### src/rtl/operand_bypass_select.sv
module operand_bypass_select #(
  parameter int DATA_W = 32,
  parameter int REG_W  = 5
) (
  input  logic [REG_W-1:0]  src_main,
  input  logic [REG_W-1:0]  src_alt,
  input  logic              use_alt,
  input  logic [REG_W-1:0]  alu_dst,
  input  logic              alu_wr,
  input  logic              alu_link,
  input  logic [DATA_W-1:0] alu_result,
  input  logic [DATA_W-1:0] alu_pc4,
  input  logic [REG_W-1:0]  mem_dst,
  input  logic              mem_wr,
  input  logic [DATA_W-1:0] mem_y,
  input  logic [REG_W-1:0]  wb_dst,
  input  logic              wb_wr,
  input  logic              wb_load,
  input  logic [DATA_W-1:0] wb_y,
  input  logic [DATA_W-1:0] wb_rdata,
  input  logic [DATA_W-1:0] rf_data,
  output logic [DATA_W-1:0] operand,
  output logic [2:0]        src_sel
);
  localparam logic [REG_W-1:0] ZERO_REG = '1;
  localparam logic [2:0] SEL_RF   = 3'd0;
  localparam logic [2:0] SEL_ALU  = 3'd1;
  localparam logic [2:0] SEL_MEM  = 3'd2;
  localparam logic [2:0] SEL_WB   = 3'd3;
  localparam logic [2:0] SEL_ZERO = 3'd4;

  logic [REG_W-1:0] src;
  logic [REG_W-1:0] alu_tag, mem_tag, wb_tag;
  logic hit_alu, hit_mem, hit_wb, is_zero;
  logic [DATA_W-1:0] alu_fwd, wb_fwd;

  assign src     = use_alt ? src_alt : src_main;
  assign is_zero = (src == ZERO_REG);

  assign alu_tag = alu_wr ? alu_dst : ZERO_REG;
  assign mem_tag = mem_wr ? mem_dst : ZERO_REG;
  assign wb_tag  = wb_wr  ? wb_dst  : ZERO_REG;

  assign hit_alu = !is_zero && (alu_tag == src);
  assign hit_mem = !is_zero && (mem_tag == src);
  assign hit_wb  = !is_zero && (wb_tag  == src);

  assign alu_fwd = alu_link ? alu_pc4  : alu_result;
  assign wb_fwd  = wb_load  ? wb_rdata : wb_y;

  always_comb begin
    if (is_zero) begin
      src_sel = SEL_ZERO;
      operand = '0;
    end else if (hit_alu) begin
      src_sel = SEL_ALU;
      operand = alu_fwd;
    end else if (hit_mem) begin
      src_sel = SEL_MEM;
      operand = mem_y;
    end else if (hit_wb) begin
      src_sel = SEL_WB;
      operand = wb_fwd;
    end else begin
      src_sel = SEL_RF;
      operand = rf_data;
    end
  end
endmodule


### config.mk
export PLATFORM = sky130hd
export DESIGN_NAME = operand_bypass_select
export DESIGN_NICKNAME = d
export VERILOG_FILES = /design/src/rtl/operand_bypass_select.sv
export SDC_FILE = /design/constraint.sdc
export NUM_CORES = 1
export LEC_CHECK = 0
export BUFFER_PORTS_ARGS = -buffer_cell sky130_fd_sc_hd__buf_2
export CAP_MARGIN = 20
export CORE_AREA = 2 2 99 101
export DETAILED_ROUTE_END_ITERATION = 10
export DIE_AREA = 0 0 101 103
export PLACE_DENSITY_LB_ADDON = 0.3
export SKIP_LAST_GASP = 1
export SYNTH_ARGS = -nofsm -noshare
export SYNTH_HDL_FRONTEND = slang
export SYNTH_SLANG_ARGS = --single-unit
### constraint.sdc
create_clock -name vclk -period 5.7
set_input_delay 0.57 -clock vclk [all_inputs]
set_output_delay 0.57 -clock vclk [all_outputs]
set_load 0.005 [all_outputs]
==> results.sh, run 1 <==
export IMPL_min_from="mem_y[18]"
export IMPL_grt_antenna_before_repair=0
export IMPL_die_x_um=101
export IMPL_p_total_w=0.000273
export IMPL_wl_per_cell_um=14.5
export IMPL_synthDistinctLibCells=39
export IMPL_start_util_pct=22.2
export IMPL_hpwl_mm=7.26
export IMPL_hold_end="operand[18]"
export IMPL_setup_viol=0
export IMPL_synth_fa_ha_area_share_pct=0
export IMPL_finalMaxSlewViolations=0
export IMPL_diodes=0
export IMPL_hold_buffers=0
export IMPL_vdd_ir_drop_worst_mv=0.0361
export IMPL_fmax_mhz=243
export IMPL_slowest_delay_ps=740
export IMPL_cp_data_required_time_ps=5130
export IMPL_fill_cells=1004
export IMPL_vias=2997
export IMPL_io_pin_count=258
export IMPL_portBuffers=258
export IMPL_hp_class="input pin to output port"
export IMPL_grt_pass1_wl_mm=12.3
export IMPL_crit_path_end_kind="output port"
export IMPL_avgSynthCellArea_um2=8.13
export IMPL_synth_simple_area_share_pct=17.0
export IMPL_drc=0
export IMPL_worstMarginPinSlew_ps=982
export IMPL_status="finished clean"
export IMPL_min_period_over_period_pct=72.1
export IMPL_routabilityCongestion=0.827
export IMPL_totalWireLength_mm=8.77
export IMPL_worstPathArrival_ps=3540
export IMPL_drtPass1Iterations=4
export IMPL_ctsResizeCount=0
export IMPL_synth_xor_area_share_pct=3.76
export IMPL_dieHeight_um=103
export IMPL_p_per_area_nw_per_um2=80.2
export IMPL_syn_cell_area_um2=2100
export IMPL_critPathBufInv=3
export IMPL_slew_headroom_pct=34.6
export IMPL_cp_start_kind="input pin"
export IMPL_tns_ps=0
export IMPL_critical_path_top_delay_family="compound AO/OA/AOI/OAI gates"
export IMPL_grt_usage_pct=14.3
export IMPL_via_per_inst=4.94
export IMPL_grt_pass1_vias=2648
export IMPL_synth_compound_area_share_pct=33.6
export IMPL_utilization_pct=36.0
export IMPL_netlist_instances=258
export IMPL_hold_violations=0
export IMPL_regArea_um2=0
export IMPL_postCtsSetupBuffers=0
export IMPL_drv_cap=0
export IMPL_design_core_area_um2=9460
export IMPL_critPathSlowestCell="o311a_2"
export IMPL_fp_row_count=36
export IMPL_seq_cells=0
export IMPL_cp_common_cell="buf_2"
export IMPL_leakage_nw=1.78
export IMPL_final_period_minus_worst_setup_slack_ps=4110
export IMPL_nets=718
export IMPL_cp_max_fo=47
export IMPL_ant_nets=0
export IMPL_rsz0062_at_grt="false"
export IMPL_min_path_cells=3
export IMPL_synth_area_leaders="mux2_2, mux2i_1, a221o_1, a211oi_1, nor2_1"
export IMPL_die_area_um2=10400
export IMPL_overflow=0
export IMPL_yosys_warnings=0
export IMPL_area_growth_pct=62.4
export IMPL_path_cells="buf_2, mux2i_2, mux2i_1, a32o_1, o311a_2, buf_4, nor2_1, a211oi_1, a221o_1, buf_2"
export IMPL_nClkBuffers=0
export IMPL_synth_top_area_share_pct=17.7
export IMPL_ys_seq_area_share_pct=0
export IMPL_critPathKind="input pin to output port"
export IMPL_yosysTopAreaCell="mux2_2"
export IMPL_synth_top_family_by_area="multiplexers"
export IMPL_synth_nets=481
export IMPL_synth_area_mux_share_pct=37.4
export IMPL_final_layout_size_suffix_gt1_share_pct=62.3
export IMPL_drt_iter0_drc=56
export IMPL_grt_max_degree=48
==> cell usage after synthesis (2+ instances only) <==
| cell type | instances |
|---|---|
| and4b_1 | 2 |
| a21o_1 | 2 |
| nand3b_1 | 2 |
| buf_4 | 2 |
| mux2i_1 | 35 |
| mux2_2 | 33 |
| nand4b_1 | 3 |
| a211oi_1 | 34 |
| xnor2_1 | 5 |
| a21oi_1 | 3 |
| inv_1 | 4 |
| a221o_1 | 32 |
| xor2_1 | 4 |
| nor2_1 | 34 |
| mux2i_2 | 3 |
| nand2b_1 | 4 |
| nand2_1 | 7 |
| buf_2 | 11 |
| clkbuf_1 | 8 |
| nand4_1 | 2 |
| nor3_1 | 3 |
| nor2b_1 | 4 |
| buf_6 | 5 |
==> cell families after synthesis <==
family,after synthesis
simple gates,67
buf+inv,30
mux,72
compound gates,80
xor+xnor,9
==> cells in the final DEF (no fill, tap or decap), types with 2 or more instances in the layout <==
cell,netlist,layout
and4b_1,2,2
a21oi_1,3,3
nor2_1,34,33
nand2_1,7,7
nand4b_1,3,3
a21o_1,2,2
nand3b_1,2,2
mux2_2,33,33
buf_2,11,258
nor2b_1,4,4
xnor2_1,5,5
inv_1,4,4
nor3_1,3,3
nand2b_1,4,4
mux2i_1,35,35
nor2_2,1,2
a211oi_1,34,34
mux2i_2,3,3
nand4_1,2,2
a221o_1,32,32
xor2_1,4,4
buf_4,2,3
==> cell type report <==
cell class | instances | area [µm²] | area share (%)
tap | 114 | 143 | 4.19
multi-input combinational | 228 | 1940 | 56.8
inverter | 4 | 15.0 | 0.441
timing repair buffer | 261 | 1310 | 38.6
==> worst max-delay path by stage <==
stage | to | cells after the start | from
after detailed placement | operand[8] | 10 | use_alt
after CTS | operand[8] | 10 | use_alt
final | operand[9] | 10 | use_alt
after floorplan | operand[19] | 8 | use_alt
after global placement | operand[8] | 10 | use_alt
after global routing | operand[8] | 10 | use_alt
==> per-stage QoR <==
| step | std cells | hold WS, ps | instance area [µm²] | setup WS, ps |
|---|---|---|---|---|
| 6_report | 607 | 1430 | 3410 | 1590 |
| 5_1_grt | 607 | 1440 | 3410 | 1310 |
| 4_1_cts | 607 | 1430 | 3410 | 1540 |
| 3_5_place_dp | 607 | 1430 | 3410 | 1550 |
| 3_3_place_gp | 607 | 1430 | 3410 | 1680 |
| 2_1_floorplan | 258 | 1270 | 2100 | 2850 |
==> per-layer routing <==
layer / global-route usage, % / wire length, µm / up-vias
li1: - / - / 1517
met1: 17.2 / 3530 / 1344
met2: 28.6 / 4620 / 134
met3: 1.22 / 597 / 2
met4: 0.624 / 28 / 0
met5: 0 / 0 / -
==> where the power goes <==
part | leakage, nW | internal, W | switching (W)
sequential | 0 | 0 | 0
clock | 0 | 0 | 0
combinational | 1.78 | 0.000154 | 0.000120
(Power assumes the default switching activity.)
==> run 2, diff against run 1 <==
- ABC_AREA: not set -> 1
- clock period: 5.7 -> 3.7 ns (I/O delays scaled with it)
==> run 2 against run 1 <==
Against the previous run: global-route usage up 4.0 points; critical path depth rose by 4; worst hold slack got worse by 280 ps; sequential share of layout area stayed put; core utilization up 5.7 points; die area unchanged; synthesized cell count rose by 83%; highest routed layer unchanged.
==> results.sh, run 2 <==
export IMPL_dieHeight_um=103
export IMPL_fill_cells=1047
export IMPL_totalWireLength_mm=10.6
export IMPL_nClkBuffers=0
export IMPL_hold_violations=0
export IMPL_vdd_ir_drop_worst_mv=0.0615
export IMPL_grt_pass1_wl_mm=15.8
export IMPL_status="finished clean"
export IMPL_design_core_area_um2=9460
export IMPL_drt_iter0_drc=49
export IMPL_setup_viol=0
export IMPL_tns_ps=0
export IMPL_grt_antenna_before_repair=0
export IMPL_worstPathArrival_ps=2620
export IMPL_drtPass1Iterations=4
export IMPL_netlist_instances=473
export IMPL_synth_top_area_share_pct=18.0
export IMPL_finalMaxSlewViolations=0
export IMPL_ys_seq_area_share_pct=0
export IMPL_final_layout_size_suffix_gt1_share_pct=46.4
export IMPL_synth_area_leaders="nand3_1, mux2_2, mux2i_1, inv_1, nand2_1"
export IMPL_die_area_um2=10400
export IMPL_fmax_mhz=334
export IMPL_start_util_pct=28.2
export IMPL_yosysTopAreaCell="nand3_1"
export IMPL_syn_cell_area_um2=2670
export IMPL_io_pin_count=258
export IMPL_drv_cap=0
export IMPL_rsz0062_at_grt="false"
export IMPL_grt_pass1_vias=3521
export IMPL_yosys_warnings=0
export IMPL_synth_top_cells_by_count="nand3_1, inv_1, nand2_1"
export IMPL_cp_data_required_time_ps=3330
export IMPL_cp_common_cell="nand2_1"
export IMPL_synth_nets=696
export IMPL_final_area_um2=3940
export IMPL_ctsResizeCount=0
export IMPL_hold_buffers=0
export IMPL_grt_max_degree=37
export IMPL_clockPowerShare_pct=0
export IMPL_min_period_over_period_pct=80.9
export IMPL_path_cells="buf_2, inv_2, nand2_2, nand2_2, o21ai_0, nand2_1, nand2_1, nor2_1, nand2_1, buf_4, nand3_1, nand3_1, a21oi_1, buf_2"
export IMPL_final_period_minus_worst_setup_slack_ps=2990
export IMPL_postCtsSetupBuffers=0
export IMPL_drc=0
export IMPL_yosysMostFrequentCell="nand3_1"
export IMPL_regArea_um2=0
export IMPL_area_growth_pct=47.6
export IMPL_cp_max_fo=23
export IMPL_multiInputGateArea_um2=2130
export IMPL_cp_start_kind="input pin"
export IMPL_portBuffers=258
export IMPL_cell_internal_pwr_w=0.000208
export IMPL_grt_usage_pct=18.3
export IMPL_layout_commonest_cell="buf_2"
export IMPL_switching_share_pct=47.8
export IMPL_critPathSlowestCell="nand2_1"
export IMPL_nets=928
export IMPL_crit_path_end_kind="output port"
export IMPL_synthDistinctLibCells=24
export IMPL_p_per_area_nw_per_um2=101
export IMPL_ant_nets=0
export IMPL_hp_class="input pin to output port"
export IMPL_slew_headroom_pct=34.3
export IMPL_leakage_nw=2.43
export IMPL_power_frac_seq_pct=0
export IMPL_mostFrequentLayoutCells="buf_2, nand3_1, inv_1, nand2_1, o21ai_0"
export IMPL_hpwl_mm=8.51
export IMPL_post_dp_cell_area_um2=3940
export IMPL_p_comb_share_pct=100.0
export IMPL_overflow=0
export IMPL_vias=3951
export IMPL_slowest_delay_ps=520
export IMPL_critPathKind="input pin to output port"
export IMPL_diodes=0
export IMPL_seq_cells=0
export IMPL_die_x_um=101
export IMPL_worstMarginPinSlew_ps=985
export IMPL_routabilityCongestion=0.828
export IMPL_p_sw_w=0.000190
export IMPL_fp_row_count=36
export IMPL_via_per_inst=4.84
export IMPL_wl_per_cell_um=13.0
export IMPL_avgSynthCellArea_um2=5.65
run 2: changes by cell type after synthesis, moves of 32 or more:
cell and change:
nand2_1 +66, o21ai_0 +36, a211oi_1 -34, a221o_1 -32, inv_1 +78, nand3_1 +96
run 2: cells by family (layout without fill, tap and decap cells):
kind of cell	count (synthesis)	count (layout)	share of synthesized area (%)
muxes	64	64	25.5
AOI/OAI and AO/OA	70	70	13.2
buffers and inverters	120	350	20.6
and+or+nand+nor	214	214	39.1
xor gates and xnor gates	5	5	1.64
run 2: worst paths after layout:
kind / startpoint / slack, ps / end / cells past startpoint
max: use_alt / 710 / operand[21] / 14
min: mem_y[12] / 1160 / operand[12] / 6
run 2: per-stage QoR:
| stage | total power [W] | util, % | worst slack [ps] | hold slack [ps] | cells |
|---|---|---|---|---|---|
| CTS | 0.000401 | 41.7 | 681 | 1160 | 817 |
| detailed placement | 0.000399 | 41.7 | 691 | 1160 | 817 |
| floorplan | 0.000213 | - | 1830 | 939 | 473 |
| global placement | 0.000397 | 41.7 | 727 | 1160 | 817 |
| finish | 0.000398 | 41.7 | 708 | 1160 | 817 |
| global route | 0.000446 | 41.7 | 407 | 1200 | 817 |
run 2: worst max-delay path, delay by kind of cell:
family	cells	cell delay, ps
compound gates	2	280
simple gates	8	1120
buf+inv	4	840
run 2: area by class of cell:
cell class | instances | area share [%]
inverter | 85 | 8.09
multi-input combinational | 353 | 53.9
timing repair buffer | 265 | 34.4
tap | 114 | 3.62
run 2: power by group through the flow:
stage          Combinational (W)  Sequential [W]  Clock (W)
2_1_floorplan           0.000213               0          0
3_3_place_gp            0.000397               0          0
3_5_place_dp            0.000399               0          0
4_1_cts                 0.000401               0          0
5_1_grt                 0.000446               0          0
6_report                0.000398               0          0
run 2: metal layers:
| layer | wire [µm] | vias up | GRT usage, % |
|---|---|---|---|
| li1 | - | 2006 | - |
| met5 | 0 | - | 0 |
| met3 | 666 | 2 | 0.949 |
| met1 | 4490 | 1777 | 22.8 |
| met2 | 5430 | 166 | 36.1 |
| met4 | 14 | 0 | 1.04 |
==> run 3, diff against run 2 <==
- clock period: 3.7 -> 2.9 ns (I/O delays scaled with it)
==> run 3 against run 2 <==
Against the previous run: clock-buffer cell count unchanged; first-iteration DRC count increased by 65%; worst hold slack got worse by 160 ps; die area is the same; largest cell class unchanged; largest power group unchanged; highest routed layer unchanged.
==> results.sh, run 3 (synthesis results as in run 2) <==
export IMPL_status="finished clean"
export IMPL_hp_class="input pin to output port"
export IMPL_p_per_area_nw_per_um2=128
export IMPL_grt_max_degree=45
export IMPL_cp_data_required_time_ps=2610
export IMPL_totalWireLength_mm=10.6
export IMPL_grt_antenna_before_repair=0
export IMPL_hpwl_mm=8.79
export IMPL_path_cells="buf_2, inv_2, nand2_2, nand2_2, nand2_1, nor2_2, nor2_1, nand2_2, buf_12, o21ai_0, a21oi_1, buf_2"
export IMPL_final_area_um2=3990
export IMPL_io_pin_count=258
export IMPL_mostFrequentLayoutCells="buf_2, nand3_1, inv_1, nand2_1, o21ai_0"
export IMPL_leakage_nw=2.45
export IMPL_final_period_minus_worst_setup_slack_ps=2510
export IMPL_hold_violations=0
export IMPL_hold_end="operand[11]"
export IMPL_critPathSlowestCell="nand2_2"
export IMPL_drc=0
export IMPL_grt_usage_pct=18.1
export IMPL_min_path_cells=6
export IMPL_layout_cells_non_filler=822
export IMPL_grt_pass1_vias=3543
export IMPL_finalMaxSlewViolations=0
export IMPL_grt_pass1_wl_mm=15.8
export IMPL_area_growth_pct=49.5
export IMPL_p_total_w=0.000511
export IMPL_tns_ps=0
export IMPL_ctsResizeCount=0
export IMPL_cp_start_kind="input pin"
export IMPL_fp_row_count=36
export IMPL_final_layout_size_suffix_gt1_share_pct=46.8
export IMPL_overflow=0
export IMPL_cp_common_cell="nand2_2"
export IMPL_die_area_um2=10400
export IMPL_cp_max_fo=44
export IMPL_seq_cells=0
export IMPL_drt_iter0_drc=81
export IMPL_fmax_mhz=398
export IMPL_worstMarginPinSlew_ps=554
export IMPL_portBuffers=258
export IMPL_nets=933
export IMPL_drv_cap=0
export IMPL_postCtsSetupBuffers=0
export IMPL_start_util_pct=28.2
export IMPL_min_from="mem_y[11]"
export IMPL_layout_commonest_cell="buf_2"
export IMPL_vdd_ir_drop_worst_mv=0.0748
export IMPL_hold_buffers=0
export IMPL_rsz0062_at_grt="false"
export IMPL_via_per_inst=4.76
export IMPL_min_period_over_period_pct=86.6
export IMPL_die_x_um=101
export IMPL_utilization_pct=42.2
export IMPL_slowest_delay_ps=340
export IMPL_drtPass1Iterations=4
export IMPL_wl_per_cell_um=12.9
export IMPL_design_core_area_um2=9460
export IMPL_fill_cells=1059
export IMPL_critPathKind="input pin to output port"
export IMPL_critPathBufInv=4
export IMPL_post_dp_cell_area_um2=3990
export IMPL_regArea_um2=0
export IMPL_crit_path_end_kind="output port"
export IMPL_setup_viol=0
export IMPL_nClkBuffers=0
export IMPL_ant_nets=0
export IMPL_worstPathArrival_ps=2220
export IMPL_dieHeight_um=103
export IMPL_critical_path_top_delay_family="simple AND/OR/NAND/NOR gates"
export IMPL_diodes=0
export IMPL_dp_cells=822
export IMPL_routabilityCongestion=0.879
export IMPL_slew_headroom_pct=63.0
export IMPL_vias=3915
[run 3: how the worst max path moves through the flow]
stage,depth (start not counted),start,slack (ps),end
4_1_cts,12,use_alt,390,operand[21]
3_3_place_gp,12,use_alt,400,operand[21]
6_report,12,use_alt,390,operand[21]
3_5_place_dp,12,use_alt,390,operand[21]
5_1_grt,15,use_alt,160,operand[21]
2_1_floorplan,13,use_alt,1190,operand[10]
[run 3: cell type report]
type	instances	area [µm²]	area share, %
tap	114	143	3.57
timing repair buffer	270	1410	35.2
multi-input combinational	353	2130	53.2
inverter	85	319	7.99
[run 3: per-stage QoR]
| step | worst slack (ps) | hold WS (ps) |
|---|---|---|
| after floorplan | 1190 | 779 |
| after global placement | 404 | 997 |
| after detailed placement | 395 | 1000 |
| after CTS | 393 | 1000 |
| after global routing | 162 | 1040 |
| final | 389 | 996 |
[run 3: power by group]
part | total (W) | switching (W) | internal (W)
Sequential | 0 | 0 | 0
Combinational | 0.000511 | 0.000242 | 0.000268
Clock | 0 | 0 | 0
Total | 0.000511 | 0.000242 | 0.000268
[run 3: per-layer routing]
layer | share of wire [%] | vias to the layer above | GRT usage, %
met5 | 0 | - | 0
met1 | 42 | 1703 | 22.4
met2 | 50 | 180 | 34.8
li1 | - | 2018 | -
met3 | 7.0 | 14 | 1.08
met4 | 1.3 | 0 | 3.12
